===== src/rtl/pbus_pkg.sv =====
package pbus_pkg;

    typedef enum logic [1:0] {
        ST_IDLE = 2'd0,
        ST_TURN = 2'd1,
        ST_STRB = 2'd2,
        ST_GAP  = 2'd3
    } pbus_state_e;

endpackage


===== src/rtl/pbus_clkdiv.sv =====
module pbus_clkdiv #(
    parameter int DIV_W = 8
) (
    input  logic             clk,
    input  logic             rst_n,
    input  logic [DIV_W-1:0] div_cfg,
    output logic             tick,
    output logic             bus_clk
);

    typedef struct packed {
        logic [DIV_W-1:0] cnt;
        logic             phase;
    } div_t;

    div_t r_q, r_d;
    logic bypass;

    assign bypass = (div_cfg < DIV_W'(2));
    assign tick   = (r_q.cnt == '0);

    always_comb begin
        r_d = r_q;
        if (tick) begin
            r_d.cnt = bypass ? '0 : div_cfg - 1'b1;
        end else begin
            r_d.cnt = r_q.cnt - 1'b1;
        end
        r_d.phase = (r_d.cnt >= (div_cfg >> 1));
    end

    always_ff @(posedge clk or negedge rst_n) begin
        if (!rst_n) begin
            r_q <= '0;
        end else begin
            r_q <= r_d;
        end
    end

    // Undivided setting forwards the system clock itself.
    assign bus_clk = bypass ? clk : r_q.phase;

endmodule


===== src/rtl/pbus_seq.sv =====
module pbus_seq
    import pbus_pkg::*;
#(
    parameter int ADDR_W    = 12,
    parameter int DATA_W    = 16,
    parameter int TURN_IDLE = 2
) (
    input  logic                clk,
    input  logic                rst_n,
    input  logic                tick,
    input  logic                req_valid,
    output logic                req_ready,
    input  logic                req_write,
    input  logic                req_wide,
    input  logic [ADDR_W:0]     req_addr,
    input  logic [2*DATA_W-1:0] req_wdata,
    output logic                bus_frame,
    output logic                bus_rd,
    output logic                bus_wr,
    output logic [ADDR_W-1:0]   bus_addr,
    output logic [DATA_W-1:0]   bus_dout,
    output logic                cap_en,
    output logic                cap_hi,
    output logic                cap_last
);

    localparam int TC_W = (TURN_IDLE < 2) ? 1 : $clog2(TURN_IDLE + 1);
    localparam int TC_LOAD = (TURN_IDLE > 0) ? TURN_IDLE - 1 : 0;

    typedef struct packed {
        pbus_state_e         state;
        logic                write;
        logic                wide;
        logic                half;
        logic                rd_recent;
        logic [TC_W-1:0]     tcnt;
        logic [ADDR_W-1:0]   addr;
        logic [2*DATA_W-1:0] wdata;
    } seq_t;

    seq_t r_q, r_d;
    logic last;
    logic accept;

    assign last      = !r_q.wide || r_q.half;
    assign req_ready = tick && ((r_q.state == ST_IDLE) ||
                                (r_q.state == ST_STRB && r_q.write && last));
    assign accept    = req_valid && req_ready;

    always_comb begin
        r_d = r_q;
        if (tick) begin
            case (r_q.state)
                ST_TURN: begin
                    if (r_q.tcnt == '0) begin
                        r_d.state = ST_STRB;
                    end else begin
                        r_d.tcnt = r_q.tcnt - 1'b1;
                    end
                end
                ST_STRB: begin
                    if (!last) begin
                        r_d.half  = 1'b1;
                        r_d.addr  = r_q.addr + 1'b1;
                        r_d.state = r_q.write ? ST_STRB : ST_GAP;
                    end else begin
                        r_d.state = ST_IDLE;
                        r_d.half  = 1'b0;
                        if (!r_q.write) begin
                            r_d.rd_recent = 1'b1;
                        end
                    end
                end
                ST_GAP:  r_d.state = ST_STRB;
                default: r_d.state = ST_IDLE;
            endcase
        end
        if (accept) begin
            r_d.write = req_write;
            r_d.wide  = req_wide;
            r_d.half  = 1'b0;
            r_d.addr  = req_addr[ADDR_W:1];
            r_d.wdata = req_wdata;
            if (req_write) begin
                r_d.rd_recent = 1'b0;
            end
            if (req_write && r_q.rd_recent && (TURN_IDLE > 0)) begin
                r_d.state = ST_TURN;
                r_d.tcnt  = TC_W'(TC_LOAD);
            end else begin
                r_d.state = ST_STRB;
            end
        end
    end

    always_ff @(posedge clk or negedge rst_n) begin
        if (!rst_n) begin
            r_q <= '0;
        end else begin
            r_q <= r_d;
        end
    end

    assign bus_frame = (r_q.state == ST_STRB);
    assign bus_rd    = bus_frame && !r_q.write;
    assign bus_wr    = bus_frame && r_q.write;
    assign bus_addr  = r_q.addr;
    assign bus_dout  = r_q.half ? r_q.wdata[2*DATA_W-1:DATA_W] : r_q.wdata[DATA_W-1:0];
    assign cap_en    = tick && bus_rd;
    assign cap_hi    = r_q.half;
    assign cap_last  = last;

endmodule


===== src/rtl/pbus_rdasm.sv =====
module pbus_rdasm #(
    parameter int DATA_W = 16
) (
    input  logic                clk,
    input  logic                rst_n,
    input  logic                cap_en,
    input  logic                cap_hi,
    input  logic                cap_last,
    input  logic [DATA_W-1:0]   bus_din,
    output logic                rsp_valid,
    output logic [2*DATA_W-1:0] rsp_rdata
);

    typedef struct packed {
        logic                valid;
        logic [DATA_W-1:0]   lo;
        logic [2*DATA_W-1:0] data;
    } asm_t;

    asm_t r_q, r_d;

    always_comb begin
        r_d       = r_q;
        r_d.valid = 1'b0;
        if (cap_en) begin
            if (!cap_hi) begin
                r_d.lo = bus_din;
            end
            if (cap_last) begin
                r_d.valid = 1'b1;
                r_d.data  = cap_hi ? {bus_din, r_q.lo} : {{DATA_W{1'b0}}, bus_din};
            end
        end
    end

    always_ff @(posedge clk or negedge rst_n) begin
        if (!rst_n) begin
            r_q <= '0;
        end else begin
            r_q <= r_d;
        end
    end

    assign rsp_valid = r_q.valid;
    assign rsp_rdata = r_q.data;

endmodule


===== src/rtl/pbus_master.sv =====
module pbus_master #(
    parameter int ADDR_W    = 12,
    parameter int DATA_W    = 16,
    parameter int DIV_W     = 8,
    parameter int TURN_IDLE = 2
) (
    input  logic                clk,
    input  logic                rst_n,
    input  logic [DIV_W-1:0]    div_cfg,
    input  logic                req_valid,
    output logic                req_ready,
    input  logic                req_write,
    input  logic                req_wide,
    input  logic [ADDR_W:0]     req_addr,
    input  logic [2*DATA_W-1:0] req_wdata,
    output logic                rsp_valid,
    output logic [2*DATA_W-1:0] rsp_rdata,
    output logic                bus_clk,
    output logic                bus_frame,
    output logic                bus_rd,
    output logic                bus_wr,
    output logic [ADDR_W-1:0]   bus_addr,
    output logic [DATA_W-1:0]   bus_dout,
    input  logic [DATA_W-1:0]   bus_din
);

    logic tick_w;
    logic cap_en_w;
    logic cap_hi_w;
    logic cap_last_w;

    pbus_clkdiv #(.DIV_W(DIV_W)) u_div (
        .clk     (clk),
        .rst_n   (rst_n),
        .div_cfg (div_cfg),
        .tick    (tick_w),
        .bus_clk (bus_clk)
    );

    pbus_seq #(
        .ADDR_W    (ADDR_W),
        .DATA_W    (DATA_W),
        .TURN_IDLE (TURN_IDLE)
    ) u_seq (
        .clk       (clk),
        .rst_n     (rst_n),
        .tick      (tick_w),
        .req_valid (req_valid),
        .req_ready (req_ready),
        .req_write (req_write),
        .req_wide  (req_wide),
        .req_addr  (req_addr),
        .req_wdata (req_wdata),
        .bus_frame (bus_frame),
        .bus_rd    (bus_rd),
        .bus_wr    (bus_wr),
        .bus_addr  (bus_addr),
        .bus_dout  (bus_dout),
        .cap_en    (cap_en_w),
        .cap_hi    (cap_hi_w),
        .cap_last  (cap_last_w)
    );

    pbus_rdasm #(.DATA_W(DATA_W)) u_rd (
        .clk       (clk),
        .rst_n     (rst_n),
        .cap_en    (cap_en_w),
        .cap_hi    (cap_hi_w),
        .cap_last  (cap_last_w),
        .bus_din   (bus_din),
        .rsp_valid (rsp_valid),
        .rsp_rdata (rsp_rdata)
    );

endmodule


===== config.mk =====
export PLATFORM = sky130hd
export DESIGN_NAME = pbus_master
export DESIGN_NICKNAME = d
export VERILOG_FILES = /design/src/rtl/pbus_pkg.sv /design/src/rtl/pbus_clkdiv.sv /design/src/rtl/pbus_seq.sv /design/src/rtl/pbus_rdasm.sv /design/src/rtl/pbus_master.sv
export SDC_FILE = /design/constraint.sdc
export NUM_CORES = 1
export LEC_CHECK = 0
export ABC_AREA = 0
export BUFFER_PORTS_ARGS = -buffer_cell sky130_fd_sc_hd__buf_2
export CORE_ASPECT_RATIO = 0.8
export CORE_MARGIN = 2
export CORE_UTILIZATION = 60
export CTS_BUF_LIST = sky130_fd_sc_hd__clkbuf_8
export DETAILED_ROUTE_END_ITERATION = 16
export MAX_ROUTING_LAYER = met4
export PLACE_DENSITY = 0.89
export SYNTH_ARGS = -nofsm -noshare
export SYNTH_HDL_FRONTEND = slang
export SYNTH_SLANG_ARGS = --single-unit

===== constraint.sdc =====
create_clock -name clk -period 4.1 [get_ports clk]
set_clock_uncertainty 0.1 [all_clocks]
set_input_delay 0.615 -clock clk [delete_from_list [all_inputs] [get_ports clk]]
set_output_delay 0.615 -clock clk [all_outputs]
set_load 0.01 [all_outputs]

==> metrics.cfg, run 1 <==
[status]
status = complete, no violations

[setup_path]
path_max_fanout = 2
crit_path_start_kind = clock port
arrival_ps = 2700
crit_required_ps = 3380
crit_top_cell = clkbuf_8
cp_cell_sequence = clkbuf_8 -> clkbuf_8 -> mux2_4 -> buf_2
crit_cells = 4
end_kind = primary output
ff2ff_setup_slack_ps = 880
worstReg2RegEnd = u_div.r_q[0]$_DFF_PN0_
crit_type = clk2out
path_buf_inv = 3
worstRegToRegCells = 13
r2r_start = u_div.r_q[1]$_DFF_PN0_
crit_end = bus_clk
critPathSlowestCell = mux2_4
cpPeakStageDelay_ps = 270
cpLargestDelayFamily = buffers and inverters
startpoint = clk

[cts]
clk_pin_slew_worst_paths_ps = 100
cts_tree = done
cts_resized = 0
clk_latency_ps = 470
cts_setup_buffers = 0
postCtsHoldBufs = 0

[layout]
syn2layout_area_growth_pct = 12.0
fill_cells = 688
drive_gt1_share_pct = 30.5
final_area_sq_um = 6220
final_nets = 730
antenna_cells = 0

[pwr]
netSwitchingFraction_pct = 22.3
combPwrFrac_pct = 4.3
power.share.sequential_pct = 57.0
cellLeakagePower_nw = 3.42
cellPowerDensity_nw_per_um2 = 306
internal-power_mw = 1.48
peakVddDrop_v = 0.000262
clkPwrFrac_pct = 38.8
p_sw_uw = 425

[timing]
slew-limit-headroom_pct = 33.8
fin_setup_tns_ps = 0
hold_viol = 0
rsz0062_at_grt = no
finalSetupViolations = 0
setup_ws_ps = 683
slew_viol_final = 0
worst_slew_pin_slew_ps = 993

[logic_synthesis]
synth_top_area_share_pct = 49.5
avgSynthCellArea_sq_um = 10.0
netlist_area_sq_um = 5560
synth_edf_count = 0
postSynthCellCount = 556
synthesis.nets = 641
ys_types = 56
ys_seq_elements = 110
ys.flop_type = dfrtp_1
synth_top_area_cell = dfrtp_1
yosysWarnings = 0
synthTopCellsByArea = dfrtp_1 (50%), nand2_1 (9.6%), buf_4 (6.5%), mux2_2 (4.7%), mux2i_1 (2.9%)
postSynth.asyncResetShare_pct = 100
ys_seq_area_share_pct = 49.5

[floorplanning]
pin_count = 140
dieArea_sq_um = 10100
die_h_um = 90.1
rows = 31
core_area_sq_um = 9040
die_w_um = 112
initial_utilization_pct = 61.5

[place]
dpl.hpwl_um = 8480
portBuffers = 138
gp_congestion = 0.885
dpl_cell_area_sq_um = 5980
post-place-ws_ps = 899

[global_route]
first_global_vias = 4357
met1_usage_pct = 33.9
grt_pass1_wl_um = 20800
grt_util_met3_pct = 7.01
grt.overflow.total = 0
grtUsageMet2_pct = 40.7
busiest_layer = met2
antenna_found_initial = 0
grt_max_degree = 80
grt_util_all_layers_pct = 26.2

[detailed_routing]
vias = 4293
avgRoutedWirePerCell_um = 16.0
first_pass_iters = 4
ant_nets = 0
drtIter0Drc = 214
drc = 0
wl_um = 12200
vias_per_cell = 5.61

[run]
max_cap_violations = 0

[hold_path]
hold_path.class = in2async

## kinds of logic (layout without fill, tap and decap cells)
family	count (synthesis)	count (layout)	share of synthesized area, %
compound gates	83	83	9.61
xor+xnor	10	10	1.58
fa+ha+maj	11	11	2.48
buf+inv	82	176	9.12
flops	110	110	49.5
mux	50	50	9.84
simple gates	210	210	17.9
## per-stage QoR
stage | cells | utilization (%) | power [mW] | hold WS [ps]
after CTS | 765 | 68.9 | 1.92 | 220
after detailed placement | 746 | 66.2 | 1.19 | 352
after global routing | 765 | 68.9 | 1.97 | 221
after global placement | 746 | 66.2 | 1.18 | 344
after floorplan | 556 | - | 1.12 | 219
final | 765 | 68.9 | 1.90 | 202
## cell type report
cell class | instances | area [sq um] | area share, %
Inverter | 13 | 48.8 | 0.784
Sequential cell | 110 | 2750 | 44.3
Multi-Input combinational cell | 364 | 2300 | 37.0
Tap cell | 115 | 144 | 2.31
Clock inverter | 6 | 60.1 | 0.965
Timing Repair Buffer | 143 | 733 | 11.8
Clock buffer | 14 | 184 | 2.96
## cells in the final DEF (no fill, tap or decap), types with 2 or more instances in the layout
cell / netlist / routed
or4_1: 3 / 3
buf_2: 9 / 137
a22o_1: 17 / 17
xor2_1: 4 / 4
a211oi_1: 2 / 2
and2_1: 4 / 4
nand2b_1: 4 / 4
nand3_1: 5 / 5
o21ai_0: 28 / 28
buf_4: 48 / 7
a21oi_1: 15 / 15
mux2i_1: 16 / 16
and3_1: 4 / 4
mux2_1: 10 / 10
xnor2_1: 6 / 6
nor2_1: 14 / 14
nor3_1: 6 / 6
inv_1: 13 / 14
or4_4: 2 / 2
o211ai_1: 5 / 5
clkbuf_8: 0 / 13
nand2_2: 2 / 2
nand4_1: 4 / 4
o31ai_1: 2 / 2
a21o_1: 2 / 2
and2b_1: 4 / 4
dfrtp_1: 110 / 109
nand2_1: 142 / 142
o22ai_1: 5 / 5
ha_1: 11 / 11
mux2_2: 23 / 23
clkinv_2: 0 / 2
and4_1: 2 / 2
## registers in the layout, summed over array words and instances, names as in the netlist
register,cells
u_seq.r_q,39
u_rd.rsp_rdata,32
u_rd.r_q,16
u_seq.bus_addr,12
u_div.r_q,9
u_rd.rsp_valid,1
u_seq.cap_hi,1
## power by group through the flow
stage	Combinational, mW	Sequential [mW]	Clock (mW)
after global placement	0.0782	1.11	0.000805
after CTS	0.0821	1.08	0.752
after floorplan	0.0134	1.11	0.000723
after global routing	0.0918	1.08	0.793
final	0.0811	1.08	0.738
after detailed placement	0.0809	1.11	0.000805
## layer usage
metal	vias to the layer above	share of wire, %
met1	2068	44
met4	0	1.7
met5	-	0
li1	2029	-
met2	175	48
met3	21	6.7
## cell usage after synthesis, types with 2 or more instances
cell / number
and3_1: 4
ha_1: 11
buf_2: 9
mux2i_1: 16
xor2_1: 4
nand2b_1: 4
mux2_2: 23
nand2_2: 2
and2_1: 4
o22ai_1: 5
o21ai_0: 28
xnor2_1: 6
a22o_1: 17
and2b_1: 4
nand3_1: 5
nor3_1: 6
buf_1: 2
mux2_1: 10
dfrtp_1: 110
nand2_1: 142
nor2_1: 14
nand4_1: 4
and4_1: 2
buf_4: 48
or4_1: 3
o31ai_1: 2
a21o_1: 2
or4_4: 2
a211oi_1: 2
inv_1: 13
clkbuf_1: 9
a21oi_1: 15
o211ai_1: 5
## how the worst min path moves through the flow
stage / from / end / slack (ps) / depth (start not counted)
6_report: rst_n / u_div.r_q[1]$_DFF_PN0_ / 200 / 1
2_1_floorplan: rst_n / u_div.r_q[0]$_DFF_PN0_ / 220 / 0
5_1_grt: req_wdata[18] / u_seq.r_q[18]$_DFFE_PN0P_ / 220 / 3
3_3_place_gp: u_seq.r_q[17]$_DFFE_PN0P_ / u_seq.r_q[17]$_DFFE_PN0P_ / 340 / 2
4_1_cts: req_wdata[18] / u_seq.r_q[18]$_DFFE_PN0P_ / 220 / 3
3_5_place_dp: u_seq.r_q[18]$_DFFE_PN0P_ / u_seq.r_q[18]$_DFFE_PN0P_ / 350 / 2
Note: power is estimated with default switching activity, not from simulation.
==> run 2: changes to the inputs <==
Settings changed: CORE_UTILIZATION 60 to 55, PLACE_DENSITY 0.89 to 0.82.
Clock period 4.1 ns to 3.15 ns, I/O delays scaled along.
==> metrics.cfg, run 2 (same netlist as run 1, synthesis figures left out) <==
[status]
status = complete, no violations  ; unchanged

[layout]
syn2layout_area_growth_pct = 13.4  ; was 12.0%
drive_gt1_share_pct = 30.8  ; was 30.5%
final_common_cell = nand2_1  ; unchanged
final_nets = 732  ; was 730
antenna_cells = 0  ; unchanged
utilization_pct = 64.8  ; was 68.9%
final_area_sq_um = 6300  ; was 6220 sq um
largest_register = u_seq.r_q  ; unchanged
largest_reg_flops = 39  ; unchanged
final_cell_mix = nand2_1 (142), buf_2 (137), dfrtp_1 (109)  ; unchanged

[detailed_routing]
wl_um = 12000  ; was 12200 um
wl_met2_um = 5680  ; was 5850 um
wl_met3_um = 747  ; was 820 um
vias = 4196  ; was 4293
m1WireLength_um = 5390  ; was 5350 um
drtIter0Drc = 185  ; was 214
ant_nets = 0  ; unchanged
dr.max_layer_used = met4  ; unchanged
avgRoutedWirePerCell_um = 15.2  ; was 16.0 um
vias_per_cell = 5.32  ; was 5.61
first_pass_iters = 4  ; unchanged
drc = 0  ; unchanged

[timing]
hold_viol = 0  ; unchanged
slew-limit-headroom_pct = 53.5  ; was 33.8%
fin_crit_sh_pct = 90.5
worst_slew_pin_slew_ps = 697  ; was 993 ps
max_freq_ghz = 0.351
whs_ps = 93.8  ; was 202 ps
rsz0062_at_grt = no  ; unchanged
fin_setup_tns_ps = 0  ; unchanged
slew_viol_final = 0  ; unchanged
period_needed_ps = 2850
finalSetupViolations = 0  ; unchanged

[setup_path]
path_max_fanout = 7  ; was 2
ff2ff_setup_slack_ps = 300  ; was 880 ps
crit_type = reg2reg  ; was clk2out
worstReg2RegEnd = u_div.r_q[0]$_DFF_PN0_  ; unchanged
end_kind = flip-flop  ; was primary output
r2r_start = u_div.r_q[1]$_DFF_PN0_  ; unchanged
crit_path_start_kind = flip-flop  ; was clock port
arrival_ps = 3100  ; was 2700 ps
crit_required_ps = 3400  ; was 3380 ps
worstRegToRegCells = 12  ; was 13

[global_route]
grt_pass1_wl_um = 19600  ; was 20800 um
grt_util_all_layers_pct = 23.7  ; was 26.2%
first_global_vias = 4177  ; was 4357
grt_max_degree = 58  ; was 80
grt.overflow.total = 0  ; unchanged
antenna_found_initial = 0  ; unchanged

[place]
portBuffers = 138  ; unchanged
gp_congestion = 0.854  ; was 0.885
dpl_cell_area_sq_um = 6030  ; was 5980 sq um
dpl.hpwl_um = 8460  ; was 8480 um

[floorplanning]
die_w_um = 116  ; was 112 um
initial_utilization_pct = 57.1  ; was 61.5%
pin_count = 140  ; unchanged
core_area_sq_um = 9730  ; was 9040 sq um
rows = 32  ; was 31
die_h_um = 93.9  ; was 90.1 um
dieArea_sq_um = 10900  ; was 10100 sq um

[pwr]
cellPowerDensity_nw_per_um2 = 398  ; was 306 nW/um^2
peakVddDrop_v = 0.000292  ; was 0.000262 V
cellLeakagePower_nw = 3.46  ; was 3.42 nW
total_power_mw = 2.51  ; was 1.90 mW

[hold_path]
min_from = req_wdata[21]
holdPathStages = 3
hold_path.class = in2reg  ; was in2async
min_to = u_seq.r_q[21]$_DFFE_PN0P_

[cts]
cts_tree = done  ; unchanged
clk_pin_slew_worst_paths_ps = 100  ; about the same
clk_latency_ps = 470  ; about the same

[run]
max_cap_violations = 0  ; unchanged

-- run 2: through the flow --
step | setup WS [ps] | cells
floorplan | 374 | 556
global placement | 132 | 768
detailed placement | 10.7 | 768
CTS | 40.8 | 788
global route | 23.0 | 788
finish | 300 | 788
-- run 2: worst max-delay path, cell delays in order (launching register included) --
cell      delay [ps]
dfrtp_1          430
inv_1             90
ha_1             140
nor4b_4          280
and2_4           260
nand2_2          110
o22ai_1          240
inv_1             80
ha_1             270
nand2b_1         140
a21o_1           170
a211oi_1         320
o21ai_2          110
-- run 2: worst max path at each step --
| stage | startpoint | cells past startpoint | end |
|---|---|---|---|
| after global placement | div_cfg[4] | 11 | u_div.r_q[0]$_DFF_PN0_ |
| after global routing | u_div.r_q[1]$_DFF_PN0_ | 12 | u_div.r_q[0]$_DFF_PN0_ |
| after floorplan | div_cfg[4] | 10 | u_div.r_q[0]$_DFF_PN0_ |
| after detailed placement | div_cfg[4] | 11 | u_div.r_q[0]$_DFF_PN0_ |
| final | u_div.r_q[1]$_DFF_PN0_ | 12 | u_div.r_q[0]$_DFF_PN0_ |
| after CTS | u_div.r_q[1]$_DFF_PN0_ | 12 | u_div.r_q[0]$_DFF_PN0_ |
-- run 2: metal layers --
metal | global-route usage [%] | vias to the layer above
met3 | 6.58 | 16
li1 | - | 2032
met1 | 30.4 | 2012
met4 | 8.13 | 0
met2 | 36.6 | 136
met5 | - | -
-- run 2: cell type report --
type | count | area (sq um)
Clock buffer | 13 | 170
Clock inverter | 7 | 87.6
Fill cell | 826 | 3420
Inverter | 13 | 48.8
Multi-Input combinational cell | 364 | 2310
Sequential cell | 110 | 2750
Tap cell | 136 | 170
Timing Repair Buffer | 145 | 763
-- run 2: report_power, final --
part | leakage [nW] | internal, mW | switching (mW)
logic | 1.96 | 0.0460 | 0.0622
registers | 1.36 | 1.41 | 0
clock network | 0.141 | 0.468 | 0.520
total | 3.46 | 1.92 | 0.582
-- run 2: what timing repair did --
action,in CTS,in global routing
hold buffers,1,0
endpoints found under the hold margin,53,0
buffers inserted,0,0
setup endpoints to repair,0,1
gates resized for setup,0,3
